===== config.mk =====
export PLATFORM = sky130hd
export DESIGN_NAME = irq_cause_ctl
export DESIGN_NICKNAME = d
export VERILOG_FILES = /design/src/rtl/irq_cause_pkg.sv /design/src/rtl/irq_bus_decode.sv /design/src/rtl/irq_event_map.sv /design/src/rtl/irq_cause_core.sv /design/src/rtl/irq_cause_ctl.sv
export SDC_FILE = /design/constraint.sdc
export NUM_CORES = 1
export LEC_CHECK = 0
export BUFFER_PORTS_ARGS = -buffer_cell sky130_fd_sc_hd__buf_2
export CORE_UTILIZATION = 56
export DETAILED_ROUTE_END_ITERATION = 12
export GPL_TIMING_DRIVEN = 0
export PLACE_DENSITY = 0.8
export SYNTH_ARGS = -nofsm -noshare
export SYNTH_HDL_FRONTEND = slang
export SYNTH_SLANG_ARGS = --single-unit

===== constraint.sdc =====
create_clock -name clk -period 1.8 [get_ports clk]
set_input_delay 0.18 -clock clk [delete_from_list [all_inputs] [get_ports clk]]
set_output_delay 0.18 -clock clk [all_outputs]
set_load 0.01 [all_outputs]

===== src/rtl/irq_cause_pkg.sv =====
package irq_cause_pkg;

    // Register width of cause and mask
    localparam int unsigned IRQ_W = 32;

    // Word addresses of the register port
    typedef enum logic [1:0] {
        ADR_CAUSE = 2'd0,   // read: fetch and clear, write: clear ones
        ADR_CSET  = 2'd1,   // write: OR into causes
        ADR_MSET  = 2'd2,   // write: OR into mask, read: mask value
        ADR_MCLR  = 2'd3    // write: clear mask ones
    } irq_addr_e;

    // Default cause positions of the hardware events
    localparam int unsigned N_EVT_DEF   = 3;
    localparam int unsigned POS_TXDONE  = 0;
    localparam int unsigned POS_TXEMPTY = 1;
    localparam int unsigned POS_RXOVR   = 6;
    localparam int unsigned POS_MGMT    = 9;

    // Read data selection
    typedef enum logic [1:0] {
        RSEL_NONE  = 2'd0,
        RSEL_CAUSE = 2'd1,
        RSEL_MASK  = 2'd2
    } irq_rsel_e;

endpackage


===== src/rtl/irq_bus_decode.sv =====
module irq_bus_decode
    import irq_cause_pkg::*;
#(
    parameter int unsigned DATA_W = IRQ_W,
    parameter int unsigned ADDR_W = 2
) (
    input  logic              reg_wr,
    input  logic              reg_rd,
    input  logic [ADDR_W-1:0] reg_addr,
    input  logic [DATA_W-1:0] reg_wdata,
    output logic [DATA_W-1:0] sw_set,
    output logic [DATA_W-1:0] sw_clr,
    output logic [DATA_W-1:0] msk_set,
    output logic [DATA_W-1:0] msk_clr,
    output irq_rsel_e         rsel
);

    irq_addr_e adr;
    assign adr = irq_addr_e'(reg_addr);

    always_comb begin
        sw_set  = '0;
        sw_clr  = '0;
        msk_set = '0;
        msk_clr = '0;
        rsel    = RSEL_NONE;

        if (reg_wr) begin
            unique case (adr)
                ADR_CAUSE: sw_clr  = reg_wdata;
                ADR_CSET:  sw_set  = reg_wdata;
                ADR_MSET:  msk_set = reg_wdata;
                ADR_MCLR:  msk_clr = reg_wdata;
                default:   ;
            endcase
        end

        if (reg_rd) begin
            unique case (adr)
                ADR_CAUSE: begin
                    rsel   = RSEL_CAUSE;
                    sw_clr = '1;          // fetch empties the register
                end
                ADR_MSET:  rsel = RSEL_MASK;
                default:   rsel = RSEL_NONE;
            endcase
        end
    end

endmodule


===== src/rtl/irq_event_map.sv =====
module irq_event_map
    import irq_cause_pkg::*;
#(
    parameter int unsigned DATA_W            = IRQ_W,
    parameter int unsigned N_EVT             = N_EVT_DEF,
    parameter int unsigned EVT_POS [N_EVT]   = '{POS_TXDONE, POS_TXEMPTY, POS_RXOVR},
    parameter int unsigned MGMT_POS          = POS_MGMT
) (
    input  logic [N_EVT-1:0]  evt_i,
    input  logic              mgmt_done,
    output logic [DATA_W-1:0] hw_set
);

    logic [DATA_W-1:0] one_evt [N_EVT];
    logic [DATA_W-1:0] mgmt_vec;

    for (genvar g = 0; g < N_EVT; g++) begin : g_evt
        always_comb begin
            one_evt[g]             = '0;
            one_evt[g][EVT_POS[g]] = evt_i[g];
        end
    end

    always_comb begin
        mgmt_vec           = '0;
        mgmt_vec[MGMT_POS] = mgmt_done;
    end

    always_comb begin
        hw_set = mgmt_vec;
        for (int i = 0; i < int'(N_EVT); i++) begin
            hw_set = hw_set | one_evt[i];
        end
    end

endmodule


===== src/rtl/irq_cause_core.sv =====
module irq_cause_core
    import irq_cause_pkg::*;
#(
    parameter int unsigned DATA_W = IRQ_W
) (
    input  logic              clk,
    input  logic              rst_n,
    input  logic [DATA_W-1:0] hw_set,
    input  logic [DATA_W-1:0] sw_set,
    input  logic [DATA_W-1:0] sw_clr,
    input  logic [DATA_W-1:0] msk_set,
    input  logic [DATA_W-1:0] msk_clr,
    input  irq_rsel_e         rsel,
    output logic [DATA_W-1:0] cause_o,
    output logic [DATA_W-1:0] mask_o,
    output logic [DATA_W-1:0] rdata_o,
    output logic              irq_o
);

    localparam int unsigned SUM_POS = DATA_W - 1;

    typedef struct packed {
        logic [DATA_W-1:0] cause;
        logic [DATA_W-1:0] mask;
        logic [DATA_W-1:0] rdata;
    } st_t;

    st_t st_d, st_q;
    logic [DATA_W-1:0] cause_tmp;

    always_comb begin
        st_d = st_q;

        // clear first, then set: events and set writes win
        cause_tmp = (st_q.cause & ~sw_clr) | sw_set | hw_set;
        if (|cause_tmp) begin
            cause_tmp[SUM_POS] = 1'b1;
        end
        st_d.cause = cause_tmp;

        st_d.mask = (st_q.mask & ~msk_clr) | msk_set;

        unique case (rsel)
            RSEL_CAUSE: st_d.rdata = st_q.cause;
            RSEL_MASK:  st_d.rdata = st_q.mask;
            default:    st_d.rdata = '0;
        endcase
    end

    always_ff @(posedge clk or negedge rst_n) begin
        if (!rst_n) begin
            st_q <= '0;
        end else begin
            st_q <= st_d;
        end
    end

    assign cause_o = st_q.cause;
    assign mask_o  = st_q.mask;
    assign rdata_o = st_q.rdata;
    assign irq_o   = |(st_q.cause & st_q.mask);

endmodule


===== src/rtl/irq_cause_ctl.sv =====
module irq_cause_ctl
    import irq_cause_pkg::*;
#(
    parameter int unsigned DATA_W   = IRQ_W,
    parameter int unsigned ADDR_W   = 2,
    parameter int unsigned N_EVT    = N_EVT_DEF,
    parameter int unsigned MGMT_POS = POS_MGMT
) (
    input  logic              clk,
    input  logic              rst_n,
    input  logic              reg_wr,
    input  logic              reg_rd,
    input  logic [ADDR_W-1:0] reg_addr,
    input  logic [DATA_W-1:0] reg_wdata,
    output logic [DATA_W-1:0] reg_rdata,
    input  logic [N_EVT-1:0]  evt_i,
    input  logic              mgmt_done,
    output logic              irq
);

    logic [DATA_W-1:0] sw_set, sw_clr, msk_set, msk_clr, hw_set;
    logic [DATA_W-1:0] cause_w, mask_w;
    irq_rsel_e         rsel;

    irq_bus_decode #(
        .DATA_W (DATA_W),
        .ADDR_W (ADDR_W)
    ) u_dec (
        .reg_wr    (reg_wr),
        .reg_rd    (reg_rd),
        .reg_addr  (reg_addr),
        .reg_wdata (reg_wdata),
        .sw_set    (sw_set),
        .sw_clr    (sw_clr),
        .msk_set   (msk_set),
        .msk_clr   (msk_clr),
        .rsel      (rsel)
    );

    irq_event_map #(
        .DATA_W   (DATA_W),
        .N_EVT    (N_EVT),
        .MGMT_POS (MGMT_POS)
    ) u_map (
        .evt_i     (evt_i),
        .mgmt_done (mgmt_done),
        .hw_set    (hw_set)
    );

    irq_cause_core #(
        .DATA_W (DATA_W)
    ) u_core (
        .clk     (clk),
        .rst_n   (rst_n),
        .hw_set  (hw_set),
        .sw_set  (sw_set),
        .sw_clr  (sw_clr),
        .msk_set (msk_set),
        .msk_clr (msk_clr),
        .rsel    (rsel),
        .cause_o (cause_w),
        .mask_o  (mask_w),
        .rdata_o (reg_rdata),
        .irq_o   (irq)
    );

endmodule


After elaboration in Yosys (flattened, before gate mapping)
Cells that the tools add are included.
Word-level totals
  input bits: 42
  word-level logic and storage cells: 36
  register bits: 96
Operators by class
  reduce and logical (&&, ||, !) cells: 3
  bitwise gates (word level): 11
  mux-type cells: 14
  equality and inequality tests: 5
Operator list (number)
  $mux 32: 10
  $and 32x32->32: 3
  $or 32x32->32: 3
  $not 32->32: 2
  $pmux 32 s2: 1
  $reduce_or 32->1: 2
  $or 32x2->32: 1
  $or 32x7->32: 1
  $or 10x1->10: 1
  $eq 2x2->1 const B: 3
  $eq 2x1->1 const B: 2
  $pmux 2 s2: 1
  $logic_not 2->1: 1
  $mux 2: 1
  $mux 1: 1

Logic depth before layout (Yosys ltp)
Gate-level depths: netlist (run 1).
  depth in word-level cells: 11
  gate-level depth with buffers: 9

Hierarchy
From an unflattened synthesis (run 1), not the netlist that was laid out.
Unflattened totals
  cell total of the unflattened synthesis: 597
  area, all modules: 5136.2 µm²
By module, submodules not included
  irq_cause_core: instances 1, sequential area each 2402.3 µm², area each 3940.0 µm², cells each 374
  irq_bus_decode: instances 1, sequential area each 0.0 µm², area each 952.2 µm², cells each 190
  irq_event_map: instances 1, sequential area each 0.0 µm², area each 244.0 µm², cells each 33

Worst setup path before layout (run 1)
Ideal clock, no wire load.
  path type: input port to flip-flop
  from: in reg_rd
  to: reg u_core.st_q (netlist bit u_core.rdata_o[10])
  arrival: 1.709 ns
  stages: 9
  setup time: 0.132 ns
  setup slack: -0.041 ns
  path through: buf_2 -> clkbuf_1 -> buf_1 -> and2_1 -> inv_1 -> ha_1 -> clkbuf_1 -> a22oi_1 -> nor2_1
RTL lines
  from (decl): RTL line irq_cause_ctl.sv:12  | input logic reg_rd,
  to (signal assigned): RTL line irq_cause_core.sv:54  | st_q <= st_d;
  to (decl): RTL line irq_cause_core.sv:28  | st_t st_d, st_q;

Final worst setup path (run 1)
  from: reg u_core.st_q (netlist bit u_core.cause_o[1])
  to: out irq
Between the ends
  word-level cells in the longest chain between the ends: 2
Ends and longest elaborated chain
  $and 32x32->32: RTL line irq_cause_core.sv:61  | assign irq_o = |(st_q.cause & st_q.mask);
  $reduce_or 32->1: RTL line irq_cause_core.sv:61
  to (decl): RTL line irq_cause_ctl.sv:18  | output logic irq
No other way between the ends.

==> impl_results.md, run 1 <==
* Status: finished, violations left
* Failing checks: negative setup slack
* Die width at 90 um
* Crit path max fanout at 3
* Critical Path Source Type: register
* Yosys warns at 0
* Sequential area share after synthesis at 0.554
* Leading cell type in the layout, fill and taps excluded: dfrtp_1
* PortBufs at 73
* Remaining DRCs at 0
* Relative slew slack at 0.578
* 1st-iter DRT viols at 421
* Vias/cell at 6.40
* Most frequent cells in the layout: dfrtp_1 (96), buf_2 (83), nor2_1 (52), a21oi_1 (47), nand2_1 (46)
* Core area at 7370 sq um
* Gr usage total at 0.335
* Critical Path AT at 2.06 ns
* Post-layout net count at 570
* Worst Path Required at 1.62 ns
* Reg2reg end: u_core.cause_o[31]$_DFF_PN0_
* DR pass1 iterations at 5
* Hold Path Cell Cnt at 2
* WHS at 0.0252 ns
* Final setup fails at 2
* Initial antenna violation count at 0
* Buf/Inv on CP at 1
* Clock root buffer: clkbuf_8
* Critical path origin: u_core.cause_o[1]$_DFF_PN0_
* Clock Pin Slew Worst Setup and Hold Paths at 0.10 ns
* Placed Area at 4860 sq um
* Int Power at 3660 uW
* Top Ports at 75
* Clock power frac at 0.337
* Sequential Power Share at 0.502
* Worst Reg-to-Reg Cells at 4
* Hold Path End: u_core.mask_o[5]$_DFF_PN0_
* Fmax at 447 MHz
* Fin. max-slew vios at 0
* Hold Crit Class: input port to register
* Max_cap viols at 0
* CP Class: register to primary output
* First-pass GRT wire length at 20,600 um
* Syn avg cell area at 9.86 sq um
* Worst r2r src: u_core.cause_o[15]$_DFF_PN0_
* Share of the clock period used by the worst path at 1.24
* Psw at 1540 uW
* Synth async-reset ratio at 1.00
* Worst path cell trace: a22o_1, a221oi_2, nand3_1, or4_4, buf_6
* HPWL Detailed at 9120 um
* Antenna viol nets, final at 0
* RSZ-0062 raised after global routing: true
* Worst skew pair latency at 0.38 ns
* Final hold vios at 0
* Worst vdd ir at 0.780 mV
* Gpl congestion at 0.932
* DRT Wirelength at 13,100 um
* Overflow after GRT at 0
* Wire per inst at 20.8 um
* Leak at 0.00248 uW
* Starting density of the core at 0.588
* Filler Cells Inserted at 570
* Layout cells sized above 1 at 0.235
* Synth Instances at 440
* Crit-path slowest cell: or4_4
* Top_reg_cell synth: dfrtp_1
* Rows at 31
* Yosys cell types at 32
* Vias at 4,032
* Pwr Density at 1000 nW/um^2
* Post-Syn Area at 4340 sq um
* Post-synth EDFFs at 0
* Crit path max-delay family: simple AND/OR/NAND/NOR gates
* Final setup margin at -0.435 ns
* Sw Share at 0.297
* CTS max path bufs at 2
* Max H-tree Level at 3
* Syn Nets at 484
* Largest net degree at the start of global routing at 56
* Comb pwr share at 0.161
* Tmin final at 2.24 ns
* Final non-filler cell area at 5190 sq um
* Register-to-register setup slack at -0.01 ns
* Min-delay src: reg_wdata[5]
* CTS tree: built
* Die footprint at 8100 sq um
* Clock sink count at 96
* Die Ht at 90 um
* Critical path endpoint category: primary output
* Worst Tran Pin Value at 0.633 ns
* Layout area overhead at 19.6%
* CP peak stage delay at 0.54 ns
* Number of global-route vias before repair at 3,874
* Num CTS Buffers at 9
* #FFs+latches synth at 96
* Clock skew at 0.00881 ns
* Antenna Cells at 0
* Final TNS setup at -0.447 ns
[worst max path at each step]
stage | endpoint | slack, ns | cells after the start
floorplan | u_core.rdata_o[10]$_DFF_PN0_ | 0.05 | 9
detailed placement | u_core.rdata_o[21]$_DFF_PN0_ | -0.70 | 8
finish | irq | -0.44 | 5
CTS | irq | -0.43 | 5
global placement | u_core.rdata_o[20]$_DFF_PN0_ | -0.70 | 7
global route | irq | -0.50 | 5
[cells in the mapped netlist, types with 3 or more instances]
| cell | n | area, sq um |
|---|---|---|
| dfrtp_1 | 96 | 2400 |
| nor2_1 | 53 | 199 |
| a21oi_1 | 47 | 235 |
| nand2_1 | 46 | 173 |
| a22oi_1 | 44 | 330 |
| o21ai_0 | 24 | 120 |
| clkbuf_1 | 20 | 75.1 |
| and3b_1 | 17 | 149 |
| o22a_1 | 14 | 123 |
| buf_2 | 10 | 50.1 |
| a21o_1 | 8 | 60.1 |
| a31oi_1 | 8 | 50.1 |
| nand3_1 | 7 | 35.0 |
| and2_1 | 5 | 31.3 |
| nand3b_1 | 5 | 37.5 |
| inv_1 | 4 | 15.0 |
| nor3_1 | 4 | 20.0 |
| nor4_1 | 4 | 25.0 |
| a2111o_1 | 3 | 33.8 |
| nand4_1 | 3 | 18.8 |
[registers in the layout (all words and copies together), names as in the netlist]
| signal | count |
|---|---|
| u_core.cause_o | 32 |
| u_core.mask_o | 32 |
| u_core.rdata_o | 32 |
[kinds of logic after synthesis]
| kind of cell | count (synthesis) | synth area share |
|---|---|---|
| adder cells (fa/ha/maj) | 2 | 0.00577 |
| AND/OR/NAND/NOR | 148 | 0.165 |
| flip-flops | 96 | 0.554 |
| AO/OA/AOI/OAI | 157 | 0.237 |
| buffers and inverters | 37 | 0.0384 |
[cell type report]
cell class	count	area, sq um	area share
flip-flops and latches	96	2400	0.463
multi-input cells	307	1810	0.349
repair buffers	76	419	0.0808
plain buffers	32	169	0.0326
clock buffers	9	124	0.0239
clock inverters	7	124	0.0239
well taps	99	124	0.0239
inverters	4	15.0	0.00289
[power by group through the flow]
| stage | clock [uW] | combinational (uW) | sequential, uW |
|---|---|---|---|
| 4_1_cts | 1750 | 806 | 2600 |
| 6_report | 1750 | 837 | 2610 |
| 2_1_floorplan | 0 | 474 | 2570 |
| 3_5_place_dp | 0 | 775 | 2630 |
| 5_1_grt | 1850 | 905 | 2630 |
| 3_3_place_gp | 0 | 746 | 2620 |
[stage by stage]
stage | std cells | util | power, uW | setup WS, ns
floorplan | 440 | - | 3040 | 0.0536
global placement | 612 | 0.655 | 3370 | -0.700
detailed placement | 613 | 0.659 | 3410 | -0.702
CTS | 631 | 0.701 | 5150 | -0.426
global route | 630 | 0.704 | 5380 | -0.498
finish | 630 | 0.704 | 5200 | -0.435
[layer usage]
metal | global-route usage | share of wire
met1 | 0.447 | 0.39
met2 | 0.523 | 0.47
met3 | 0.0651 | 0.097
met4 | 0.175 | 0.045
met5 | 0 | 0
[what timing repair did]
item / CTS / global route
pin swaps: 2 / 4
resized for setup: 18 / 9
setup endpoints to repair: 36 / 34
setup buffers: 1 / 0
hold buffers: 1 / 0
endpoints found under the hold margin: 41 / 0
Note: power is estimated with default switching activity, not from simulation.
==> run 2, diff against run 1 <==
Settings changed: CORE_ASPECT_RATIO from default to 1.1, PLACE_DENSITY 0.8 to 0.9.
==> run 2 against run 1 <==
Compared with the run above:
- the flow still finishes with violations (negative setup slack)
- critical path depth stayed put
- worst setup slack improved by 0.036 ns
- worst hold slack improved by 0.028 ns
- non-clock buffer count rose by 3
- clock power down 18%
- routed wire length about the same
- global-route usage fell by 0.071 points
- sequential power is essentially flat
- utilization shrank 1.4 points
- critical endpoint unchanged
==> impl_results.md, run 2 (same netlist as run 1, synthesis figures left out) <==
* Status: finished, violations left
* Failing checks: negative setup slack
* Clock sink count at 96 (unchanged)
* Core area at 7470 sq um (+1.4%)
* Gr usage total at 0.334 (-0.000709)
* Final non-filler cell area at 5150 sq um (-0.65%)
* Leak at 0.00247 uW (-0.46%)
* Max H-tree Level at 3 (unchanged)
* Worst Reg-to-Reg Cells at 4 (unchanged)
* Worst vdd ir at 0.419 mV (-46%)
* CTS tree: built
* Vias at 4,139 (+2.7%)
* Clock Pin Slew Worst Setup and Hold Paths at 0.09 ns (about the same)
* Wire per inst at 20.5 um (-1.3%)
* RSZ-0062 raised after global routing: true
* Number of global-route vias before repair at 4,005 (+3.4%)
* Crit path max fanout at 2 (-1)
* Post-layout net count at 573 (+0.53%)
* Hold Path Cell Cnt at 2 (unchanged)
* Die footprint at 8100 sq um (about the same)
* Final hold vios at 0 (unchanged)
* First-pass GRT wire length at 20,000 um (-2.6%)
* Antenna viol nets, final at 0 (unchanged)
* Critical path endpoint category: primary output
* DRT Wirelength at 13,100 um (about the same)
* Critical Path Source Type: register
* Starting density of the core at 0.580 (-0.00818)
* CTS max path bufs at 2 (unchanged)
* Sequential Power Share at 0.534 (+0.032)
* Overflow after GRT at 0 (unchanged)
* Layout cells sized above 1 at 0.230 (-0.00507)
* Hold Path End: u_core.mask_o[8]$_DFF_PN0_
* Rows at 33 (+6.5%)
* DR pass1 iterations at 6 (+1)
* Vias/cell at 6.48 (+1.2%)
* Share of the clock period used by the worst path at 1.22 (-0.0202)
* Register-to-register setup slack at 0.10 ns (+0.11 ns)
* Initial antenna violation count at 0 (unchanged)
* Clock power frac at 0.292 (-0.045)
* Remaining DRCs at 0 (unchanged)
* Fmax at 455 MHz (+1.7%)
* Clock skew at 0.00928 ns (+0.000476 ns)
* Num CTS Buffers at 9 (unchanged)
* Worst Path Required at 1.62 ns (about the same)
* Die width at 85.9 um (-4.5%)
* Placed Area at 4860 sq um (+0.15%)
* CP Class: register to primary output
* HPWL Detailed at 9060 um (-0.62%)
* Worst Tran Pin Value at 0.699 ns (+0.0655 ns)
* Psw at 1440 uW (-6.9%)
* Fin. max-slew vios at 0 (unchanged)
* 1st-iter DRT viols at 635 (+51%)
* Relative slew slack at 0.534 (-0.0437)
* Antenna Cells at 0 (unchanged)
* Hold Crit Class: input port to register
* Worst r2r src: u_core.cause_o[15]$_DFF_PN0_
* Int Power at 3440 uW (-5.9%)
* Largest net degree at the start of global routing at 50 (-11%)
* Reg2reg end: u_core.cause_o[31]$_DFF_PN0_
* Worst slack, placed at -0.839 ns (-0.137 ns)
* Top Ports at 75 (unchanged)
* PortBufs at 73 (unchanged)
* Comb pwr share at 0.174 (+0.013)
* Critical Path AT at 2.02 ns (-0.04 ns)
* Max_cap viols at 0 (unchanged)
* Die Ht at 94.3 um (+4.8%)
* Clock root buffer: clkbuf_8
* Sw Share at 0.295 (-0.00217)
* Final TNS setup at -0.399 ns (+0.0478 ns)
* Layout area overhead at 18.9%
* Leading cell type in the layout, fill and taps excluded: dfrtp_1
* Pwr Density at 947 nW/um^2 (-5.6%)
* Final setup margin at -0.399 ns (+0.0364 ns)
* Gpl congestion at 0.978 (+5.0%)
* Final setup fails at 1 (-1)
* Most frequent cells in the layout: dfrtp_1 (96), buf_2 (81), nor2_1 (52), a21oi_1 (47), nand2_1 (46)
* Min-delay src: reg_wdata[8]
* Tmin final at 2.20 ns (-0.0364 ns)
* Worst skew pair latency at 0.36 ns (-0.02 ns)
## run 2: cell types whose count changed in the layout (fill, tap and decap cells not counted), sizes merged
cell      delta
buf          -1
bufinv       -2
clkbuf       +8
clkinv       +2
clkinvlp     -1
inv          -3
## run 2: worst max-delay path: stages, from the launching register on
cell and delay, ns:
dfrtp_1 0.39, a22o_1 0.25, a221oi_2 0.25, nand3_1 0.10
or4_1 0.51, buf_2 0.16
## run 2: power groups by stage
stage                     Combinational (uW)  Clock (uW)  Sequential [uW]
after global placement                   737           0             2620
after global routing                     919        1510             2620
after CTS                                808        1430             2590
after detailed placement                 773           0             2630
final                                    847        1430             2610
after floorplan                          474           0             2570
## run 2: worst max-delay path by stage
stage | slack [ns] | from | depth (start not counted) | to
finish | -0.40 | u_core.mask_o[13]$_DFF_PN0_ | 5 | irq
global route | -0.44 | u_core.mask_o[13]$_DFF_PN0_ | 5 | irq
CTS | -0.37 | u_core.mask_o[13]$_DFF_PN0_ | 5 | irq
detailed placement | -0.84 | reg_rd | 8 | u_core.rdata_o[7]$_DFF_PN0_
global placement | -0.78 | reg_rd | 8 | u_core.rdata_o[19]$_DFF_PN0_
floorplan | 0.05 | reg_rd | 9 | u_core.rdata_o[10]$_DFF_PN0_
## run 2: cell type report
class                           count  area (sq um)
Sequential cell                    96          2400
Fill cell                         541          2320
Multi-Input combinational cell    307          1800
Timing Repair Buffer               78           428
Buffer                             33           178
Clock buffer                       13           159
Tap cell                          105           131
Clock inverter                      3          40.0
Inverter                            4          15.0
## run 2: timing repair
action / 4_1_cts / 5_1_grt
setup buffers: 3 / 0
resized for setup: 16 / 10
pin swaps: 1 / 1
hold endpoints to repair: 47 / 0
endpoints found under the setup margin: 34 / 38
hold buffers: 1 / 0
## run 2: metal layers
metal	track usage	wire length, um	vias up
li1	-	-	1770
met1	0.424	4760	1941
met2	0.531	6100	354
met3	0.0747	1580	74
met4	0.186	680	0
met5	0	0	-
## run 2: metrics by stage
step / instances / power, uW / util / hold slack [ns]
floorplan: 440 / 3040 / - / -0.116
global placement: 618 / 3350 / 0.647 / 0.411
detailed placement: 619 / 3400 / 0.651 / 0.243
CTS: 639 / 4820 / 0.687 / 0.0440
global route: 639 / 5050 / 0.690 / 0.0512
finish: 639 / 4880 / 0.690 / 0.0534
